## src/rtl/lu_pkg.sv

```systemverilog
package lu_pkg;

  typedef struct packed {
    logic       reg_write;
    logic       mem_to_reg;
    logic       mem_read;
    logic       mem_write;
    logic [1:0] alu_op;
    logic       alu_src;
    logic       reg_dst;
  } lu_ctrl_t;

  localparam int CTRL_W = $bits(lu_ctrl_t);

  // Squash a control bundle into a no-op slot when kill is set.
  function automatic lu_ctrl_t lu_squash(lu_ctrl_t c, logic kill);
    return kill ? lu_ctrl_t'('0) : c;
  endfunction

endpackage

```

## src/rtl/lu_hazard_detect.sv

```systemverilog
module lu_hazard_detect #(
  parameter int REG_W = 5
) (
  input  logic             rst,
  input  logic             ex_is_load,
  input  logic [REG_W-1:0] ex_dst,
  input  logic [REG_W-1:0] dec_rs,
  input  logic [REG_W-1:0] dec_rt,
  output logic             load_use_hit,
  output logic             pc_we,
  output logic             ifid_we,
  output logic             bubble_sel
);

  localparam logic [REG_W-1:0] ZERO_REG = '0;

  function automatic logic dep_on_load(logic is_load, logic [REG_W-1:0] dst,
                                       logic [REG_W-1:0] a, logic [REG_W-1:0] b);
    return is_load && (dst != ZERO_REG) && ((dst == a) || (dst == b));
  endfunction

  assign load_use_hit = !rst && dep_on_load(ex_is_load, ex_dst, dec_rs, dec_rt);
  assign pc_we        = !load_use_hit;
  assign ifid_we      = !load_use_hit;
  assign bubble_sel   = load_use_hit;

endmodule

```

## src/rtl/lu_ifid_stage.sv

```systemverilog
module lu_ifid_stage #(
  parameter int REG_W = 5
) (
  input  logic             clk,
  input  logic             rst,
  input  logic             we,
  input  logic [REG_W-1:0] in_rs,
  input  logic [REG_W-1:0] in_rt,
  input  logic [REG_W-1:0] in_rd,
  input  lu_pkg::lu_ctrl_t in_ctrl,
  output logic [REG_W-1:0] q_rs,
  output logic [REG_W-1:0] q_rt,
  output logic [REG_W-1:0] q_rd,
  output lu_pkg::lu_ctrl_t q_ctrl
);

  always_ff @(posedge clk) begin
    if (rst) begin
      q_rs   <= '0;
      q_rt   <= '0;
      q_rd   <= '0;
      q_ctrl <= '0;
    end else if (we) begin
      q_rs   <= in_rs;
      q_rt   <= in_rt;
      q_rd   <= in_rd;
      q_ctrl <= in_ctrl;
    end
  end

endmodule

```

## src/rtl/lu_idex_stage.sv

```systemverilog
module lu_idex_stage #(
  parameter int REG_W = 5
) (
  input  logic             clk,
  input  logic             rst,
  input  logic             bubble,
  input  logic [REG_W-1:0] in_rs,
  input  logic [REG_W-1:0] in_rt,
  input  logic [REG_W-1:0] in_rd,
  input  lu_pkg::lu_ctrl_t in_ctrl,
  output logic [REG_W-1:0] q_rs,
  output logic [REG_W-1:0] q_rt,
  output logic [REG_W-1:0] q_rd,
  output lu_pkg::lu_ctrl_t q_ctrl
);

  always_ff @(posedge clk) begin
    if (rst) begin
      q_rs   <= '0;
      q_rt   <= '0;
      q_rd   <= '0;
      q_ctrl <= '0;
    end else begin
      q_rs   <= in_rs;
      q_rt   <= in_rt;
      q_rd   <= in_rd;
      q_ctrl <= lu_pkg::lu_squash(in_ctrl, bubble);
    end
  end

endmodule

```

## src/rtl/ld_use_pipe.sv

```systemverilog
module ld_use_pipe #(
  parameter int REG_W       = 5,
  parameter int PC_W        = 32,
  parameter int INSTR_BYTES = 4
) (
  input  logic                      clk,
  input  logic                      rst,
  input  logic [REG_W-1:0]          fetch_rs,
  input  logic [REG_W-1:0]          fetch_rt,
  input  logic [REG_W-1:0]          fetch_rd,
  input  logic [lu_pkg::CTRL_W-1:0] fetch_ctrl,
  output logic [PC_W-1:0]           pc_q,
  output logic                      pc_we,
  output logic                      ifid_we,
  output logic                      bubble_sel,
  output logic [REG_W-1:0]          ifid_rs,
  output logic [REG_W-1:0]          ifid_rt,
  output logic [lu_pkg::CTRL_W-1:0] idex_ctrl,
  output logic [REG_W-1:0]          idex_rs,
  output logic [REG_W-1:0]          idex_rt,
  output logic [REG_W-1:0]          idex_rd
);

  localparam logic [PC_W-1:0] PC_STEP = PC_W'(INSTR_BYTES);

  lu_pkg::lu_ctrl_t fetch_ctrl_s;
  lu_pkg::lu_ctrl_t ifid_ctrl_s;
  lu_pkg::lu_ctrl_t idex_ctrl_s;
  logic [REG_W-1:0] ifid_rd;
  logic             load_use_hit;

  assign fetch_ctrl_s = fetch_ctrl;
  assign idex_ctrl    = idex_ctrl_s;

  always_ff @(posedge clk) begin
    if (rst)        pc_q <= '0;
    else if (pc_we) pc_q <= pc_q + PC_STEP;
  end

  lu_ifid_stage #(.REG_W(REG_W)) u_ifid (
    .clk     (clk),
    .rst     (rst),
    .we      (ifid_we),
    .in_rs   (fetch_rs),
    .in_rt   (fetch_rt),
    .in_rd   (fetch_rd),
    .in_ctrl (fetch_ctrl_s),
    .q_rs    (ifid_rs),
    .q_rt    (ifid_rt),
    .q_rd    (ifid_rd),
    .q_ctrl  (ifid_ctrl_s)
  );

  lu_hazard_detect #(.REG_W(REG_W)) u_hazard (
    .rst          (rst),
    .ex_is_load   (idex_ctrl_s.mem_read),
    .ex_dst       (idex_rt),
    .dec_rs       (ifid_rs),
    .dec_rt       (ifid_rt),
    .load_use_hit (load_use_hit),
    .pc_we        (pc_we),
    .ifid_we      (ifid_we),
    .bubble_sel   (bubble_sel)
  );

  lu_idex_stage #(.REG_W(REG_W)) u_idex (
    .clk     (clk),
    .rst     (rst),
    .bubble  (bubble_sel),
    .in_rs   (ifid_rs),
    .in_rt   (ifid_rt),
    .in_rd   (ifid_rd),
    .in_ctrl (ifid_ctrl_s),
    .q_rs    (idex_rs),
    .q_rt    (idex_rt),
    .q_rd    (idex_rd),
    .q_ctrl  (idex_ctrl_s)
  );

endmodule

```

## config.mk

```make
export PLATFORM = sky130hd
export DESIGN_NAME = ld_use_pipe
export DESIGN_NICKNAME = d
export VERILOG_FILES = /design/src/rtl/lu_pkg.sv /design/src/rtl/lu_hazard_detect.sv /design/src/rtl/lu_ifid_stage.sv /design/src/rtl/lu_idex_stage.sv /design/src/rtl/ld_use_pipe.sv
export SDC_FILE = /design/constraint.sdc
export NUM_CORES = 1
export LEC_CHECK = 0
export BUFFER_PORTS_ARGS = -buffer_cell sky130_fd_sc_hd__buf_2
export CORE_ASPECT_RATIO = 0.8
export CORE_MARGIN = 1
export CORE_UTILIZATION = 45
export CTS_CLUSTER_DIAMETER = 120
export DETAILED_ROUTE_END_ITERATION = 16
export GPL_TIMING_DRIVEN = 0
export PLACE_DENSITY = 0.77
export RECOVER_POWER = 50
export SYNTH_ARGS = -nofsm -noshare
export SYNTH_HDL_FRONTEND = slang
export SYNTH_SLANG_ARGS = --single-unit
export TNS_END_PERCENT = 20
```

## constraint.sdc

```tcl
create_clock -name clk -period 2.75 [get_ports clk]
set_input_delay 0 -clock clk [delete_from_list [all_inputs] [get_ports clk]]
set_output_delay 0 -clock clk [all_outputs]
set_load 0.1 [all_outputs]
```

### Yosys cells after proc, flatten, opt, wreduce, memory -nomap -nowiden

Cells that the tools add are included.
W data, S select, Z words.

* $add $sub $neg: 1
* reductions and logical operators: 8
* eq/ne operators: 2

Operators by type and width (count)
* $add A32 B3 Y32 const B: 1
* $eq A5 B5 Y1: 2
* $reduce_bool A5 Y1: 1
* $logic_and A1 B1 Y1: 3
* $logic_not A1 Y1: 2
* $reduce_or A2 Y1: 1
* $logic_or A1 B1 Y1: 1

* output and inout bits: 68
* register bits after elaboration: 78
* logic and storage cells: 32
* input port bits: 25

### Logic depth before layout (Yosys ltp)

* depth after elaboration: 5
* gate-level depth with buffers: 7
* mapped depth without buffers: 6

### Cells and area by module

Synthesis repeated with hierarchy kept, for this count alone.

* cell total of the unflattened synthesis: 309
* area total of the unflattened synthesis: 3155.5 um2

Modules (own cells, without submodules)
* ld_use_pipe: cells each 165, instances 1, sequential area each 600.6 um2, area an instance 1487.7 um2
* lu_ifid_stage: cells each 74, instances 1, sequential area each 460.4 um2, area an instance 835.8 um2
* lu_idex_stage: cells each 49, instances 1, sequential area each 460.4 um2, area an instance 678.2 um2
* lu_hazard_detect: cells each 21, instances 1, sequential area each 0.0 um2, area an instance 153.9 um2

### Worst setup path before layout

Ideal clock, no wire load.

* kind: flip-flop to output port
* start: reg u_idex.q_rt[1]
* end: out bubble_sel
* buffers on the path: 2
* setup slack: -0.681 ns
* required time: 2.750 ns
* arrival time: 3.431 ns
* stages on the path, launching flop included: 8
* cells stage by stage: dfxtp_1 -> xnor2_1 -> nand3_1 -> o22a_1 -> clkbuf_1 -> buf_2 -> or3_1 -> inv_1

* cells in the longest elaborated chain, start to end: 4
* elaborated cells between the ends (all ways): 7
* those cells by class: eq/ne: 2; reduce/logical: 5

Ends and longest elaborated chain
* start: declaration: RTL line lu_idex_stage.sv:12 `output logic [REG_W-1:0] q_rt,`
* start signal: assignment: RTL line lu_idex_stage.sv:25 `q_rt <= in_rt;`
* $eq A5 B5 Y1 or $reduce_bool A5 Y1 (tied branches): RTL line lu_hazard_detect.sv:19 `return is_load && (dst != ZERO_REG) && ((dst == a) || (dst == b));`
* $logic_or A1 B1 Y1 or $logic_and A1 B1 Y1 (tied branches): RTL line lu_hazard_detect.sv:19
* $logic_and A1 B1 Y1 (*): RTL line lu_hazard_detect.sv:19
* $logic_and A1 B1 Y1 (*): RTL line lu_hazard_detect.sv:22 `assign load_use_hit = !rst && dep_on_load(ex_is_load, ex_dst, dec_rs, dec_rt);`
* end: declaration: RTL line ld_use_pipe.sv:15 `output logic bubble_sel,`

Mark *: on every way between the ends. The rest lies on a longest branch, timed or not.

### Final worst setup path

* start: reg u_ifid.q_rt[4]
* end: out pc_we

* cells in the longest elaborated chain, start to end: 5

Ends and longest elaborated chain
* start: declaration: RTL line lu_ifid_stage.sv:12 `output logic [REG_W-1:0] q_rt,`
* start signal: assignment: RTL line lu_ifid_stage.sv:25 `q_rt <= in_rt;`
* $eq A5 B5 Y1: RTL line lu_hazard_detect.sv:19
* $logic_or A1 B1 Y1: RTL line lu_hazard_detect.sv:19
* $logic_and A1 B1 Y1: RTL line lu_hazard_detect.sv:19
* $logic_and A1 B1 Y1: RTL line lu_hazard_detect.sv:22
* $logic_not A1 Y1: RTL line lu_hazard_detect.sv:23 `assign pc_we = !load_use_hit;`
* end: declaration: RTL line ld_use_pipe.sv:13 `output logic pc_we,`

Every way passes these cells.

==> qor.txt <==
Status: finished clean
Area occupied by multi-input gates: 1713 um^2
Clock Sinks: 76
Core area: 7061 um^2
Non-filler instance count after layout: 593
Placement row count: 27
Area contributors post-synth: dfxtp_1 45%, mux2_2 8.0%, nor2b_1 8.0%, nand3_1 5.3%, a21oi_1 5.0%
Die area: 7846 um^2
Post-synth top area cell: dfxtp_1
N_diodes: 0
Num CTS Buffers: 9
Post-route minimum period: 2.636 ns
Number of max-cap violations: 0
VDD IR max: 0.2638 mV
Die Y: 79.43 um
WHS: 0.1139 ns
Root buffer cell: clkbuf_8
Vias per cell: 5.560
Port-buffer cells: 89
Fin worst setup slack: 0.1143 ns
Post-synth EDFFs: 0
Die W: 98.78 um
Yosys warning total: 0
Leakage: 1.615 nW
First-pass DRT Iterations: 5
CP Capture Type: primary output
Placed insts: 556
TritonCTS clock tree: done
Final setup fails: 0
FF/Latch Area: 1539 um^2
Leading cell type by number of instances after synthesis: dfxtp_1
Total grt overflow: 0
Total Power: 2.490 mW
Io pins: 93
Nets: 528
Clock Path Buffers: 2
Remaining DRCs: 0
Synth top cells by count: 76 x dfxtp_1, 43 x nor2b_1, 36 x nand3_1
Vias in the first global route: 3066
Hpwl dp: 6.275 mm
Final hold violations: 0
WP data required: 2.75 ns
GRT Util Overall: 0.2390
Slew Limit Headroom: 0.2080
Antenna violations before repair: 0
Clk Latency, worst-skew pair: 0.35 ns
Share of cells above drive strength 1: 0.1976
Ys flop type: dfxtp_1
Async set-reset flop share out of synthesis: 0
Syn-to-layout area delta: 27.57%
Placed cell areas: 3954 um^2
ANT nets after route: 0
Cell area power density: 578.7 nW/um^2
CTS clk-pin slew, worst paths: 0.08 ns
Via count: 3297
Crit path DAT: 2.64 ns
Filler instances: 640
Initial Util: 0.4776
H-tree depth: 3
Avg Inst Size Synth: 8.897 um^2
Mapped Cells: 379
Crit Path Max Fanout: 10
FMAX: 379.4 MHz
Setup bufs post-CTS: 0
Final Cycle Share: 0.9584
Final count of pins violating max slew: 0
WL final: 9.112 mm
First-pass GRT wire length: 14.76 mm
Dpl ws: 0.3686 ns
RSZ-0062 raised after global routing: no
Final Instance Area: 4302 um^2
Register bit total from synthesis: 76
Slew @ Worst Pin: 1.193 ns
Hold Path Class: in2reg
Final core occ: 0.6093
Synth cell types: 34
Sequential fraction of the synthesis area: 0.4512
DR iter-0 viols: 277
Crit Path Class: reg2out
Critical Path Start Type: flop
Layout Skew: 0.009172 ns
Wire per inst: 15.37 um
Largest net degree at the start of global routing: 13
Routability cong.: 0.8520
Setup TNS: 0 ns
Post-synth top area share: 0.4512
Synthesized area: 3372 um^2
## cell families after synthesis
group           share of synthesized area
mux                               0.09351
xor+xnor                          0.02597
fa+ha+maj                        0.003710
buf+inv                           0.04453
simple gates                       0.2386
compound gates                     0.1414
flops                              0.4512
other cells                      0.001112
## area by class of cell
| cell class | instances | area share |
|---|---|---|
| multi-input cells | 270 | 0.3982 |
| flip-flops and latches | 76 | 0.3578 |
| repair buffers | 112 | 0.1414 |
| plain buffers | 31 | 0.03229 |
| clock buffers | 11 | 0.03054 |
| well taps | 87 | 0.02531 |
| clock inverters | 4 | 0.01193 |
| inverters | 2 | 0.002618 |
## per-layer routing
metal / track usage / vias to the layer above / part of all wire / wire [um]
met5: 0 / - / 0 / 0
met1: 0.3141 / 1543 / 0.44 / 3995
met4: 0.1179 / 0 / 0.027 / 245
li1: - / 1577 / - / -
met3: 0.05429 / 29 / 0.073 / 667
met2: 0.3713 / 148 / 0.46 / 4204
## what timing repair did
item                                    CTS  global route
pin swaps                                 0             0
resized for setup                         1             1
cloned                                    0             0
hold buffers                             23             0
endpoints found under the setup margin    1             2
endpoints found under the hold margin    23             0
## sequential cells by signal, indices dropped and copies added, names as in the netlist
register / cells
pc_q: 30
u_idex.q_ctrl: 8
u_idex.q_rd: 5
u_idex.q_rs: 5
u_idex.q_rt: 5
u_ifid.q_ctrl: 8
u_ifid.q_rd: 5
u_ifid.q_rs: 5
u_ifid.q_rt: 5
## worst max-delay path, cell delays in order (launching register included)
cell and delay (ns):
dfxtp_1 0.40, xnor2_1 0.16, nand3_1 0.12, o22a_1 0.39, buf_2 0.26, or3_2 0.52
buf_4 0.15, buf_2 0.28
## worst paths after layout
check | start | cells after the start | to | slack (ns)
setup / recovery | u_ifid.q_rt[4] | 7 | pc_we | 0.11
hold / removal | rst | 2 | u_idex.q_rd[1] | 0.11
setup reg to reg | pc_q[15] | 5 | pc_q[28] | 0.40
hold reg to reg | u_ifid.q_ctrl[0] | 2 | u_ifid.q_ctrl[0] | 0.47
## power by group
part	switching [mW]	internal (mW)
registers	0.0334	1.14
logic	0.385	0.110
clock network	0.404	0.415
total	0.822	1.67
## placed cells by master (no fill, tap or decap), types with 3 or more instances in the layout
master         count
a211oi_1           5
buf_1              3
a21oi_1           34
o2111ai_1          4
nand4_1            8
nor2b_1           43
o21ai_0           28
mux2_2            24
mux2_1             4
nor3b_1            9
a2111oi_1          4
buf_4              5
dlygate4sd3_1     23
dfxtp_1           62
xnor2_1           10
nand2_1            8
clkbuf_8           9
dfxtp_2           14
nand3_1           36
clkbuf_1          76
buf_2             38
nor2_1            33
Note: power is estimated with default switching activity, not from simulation.
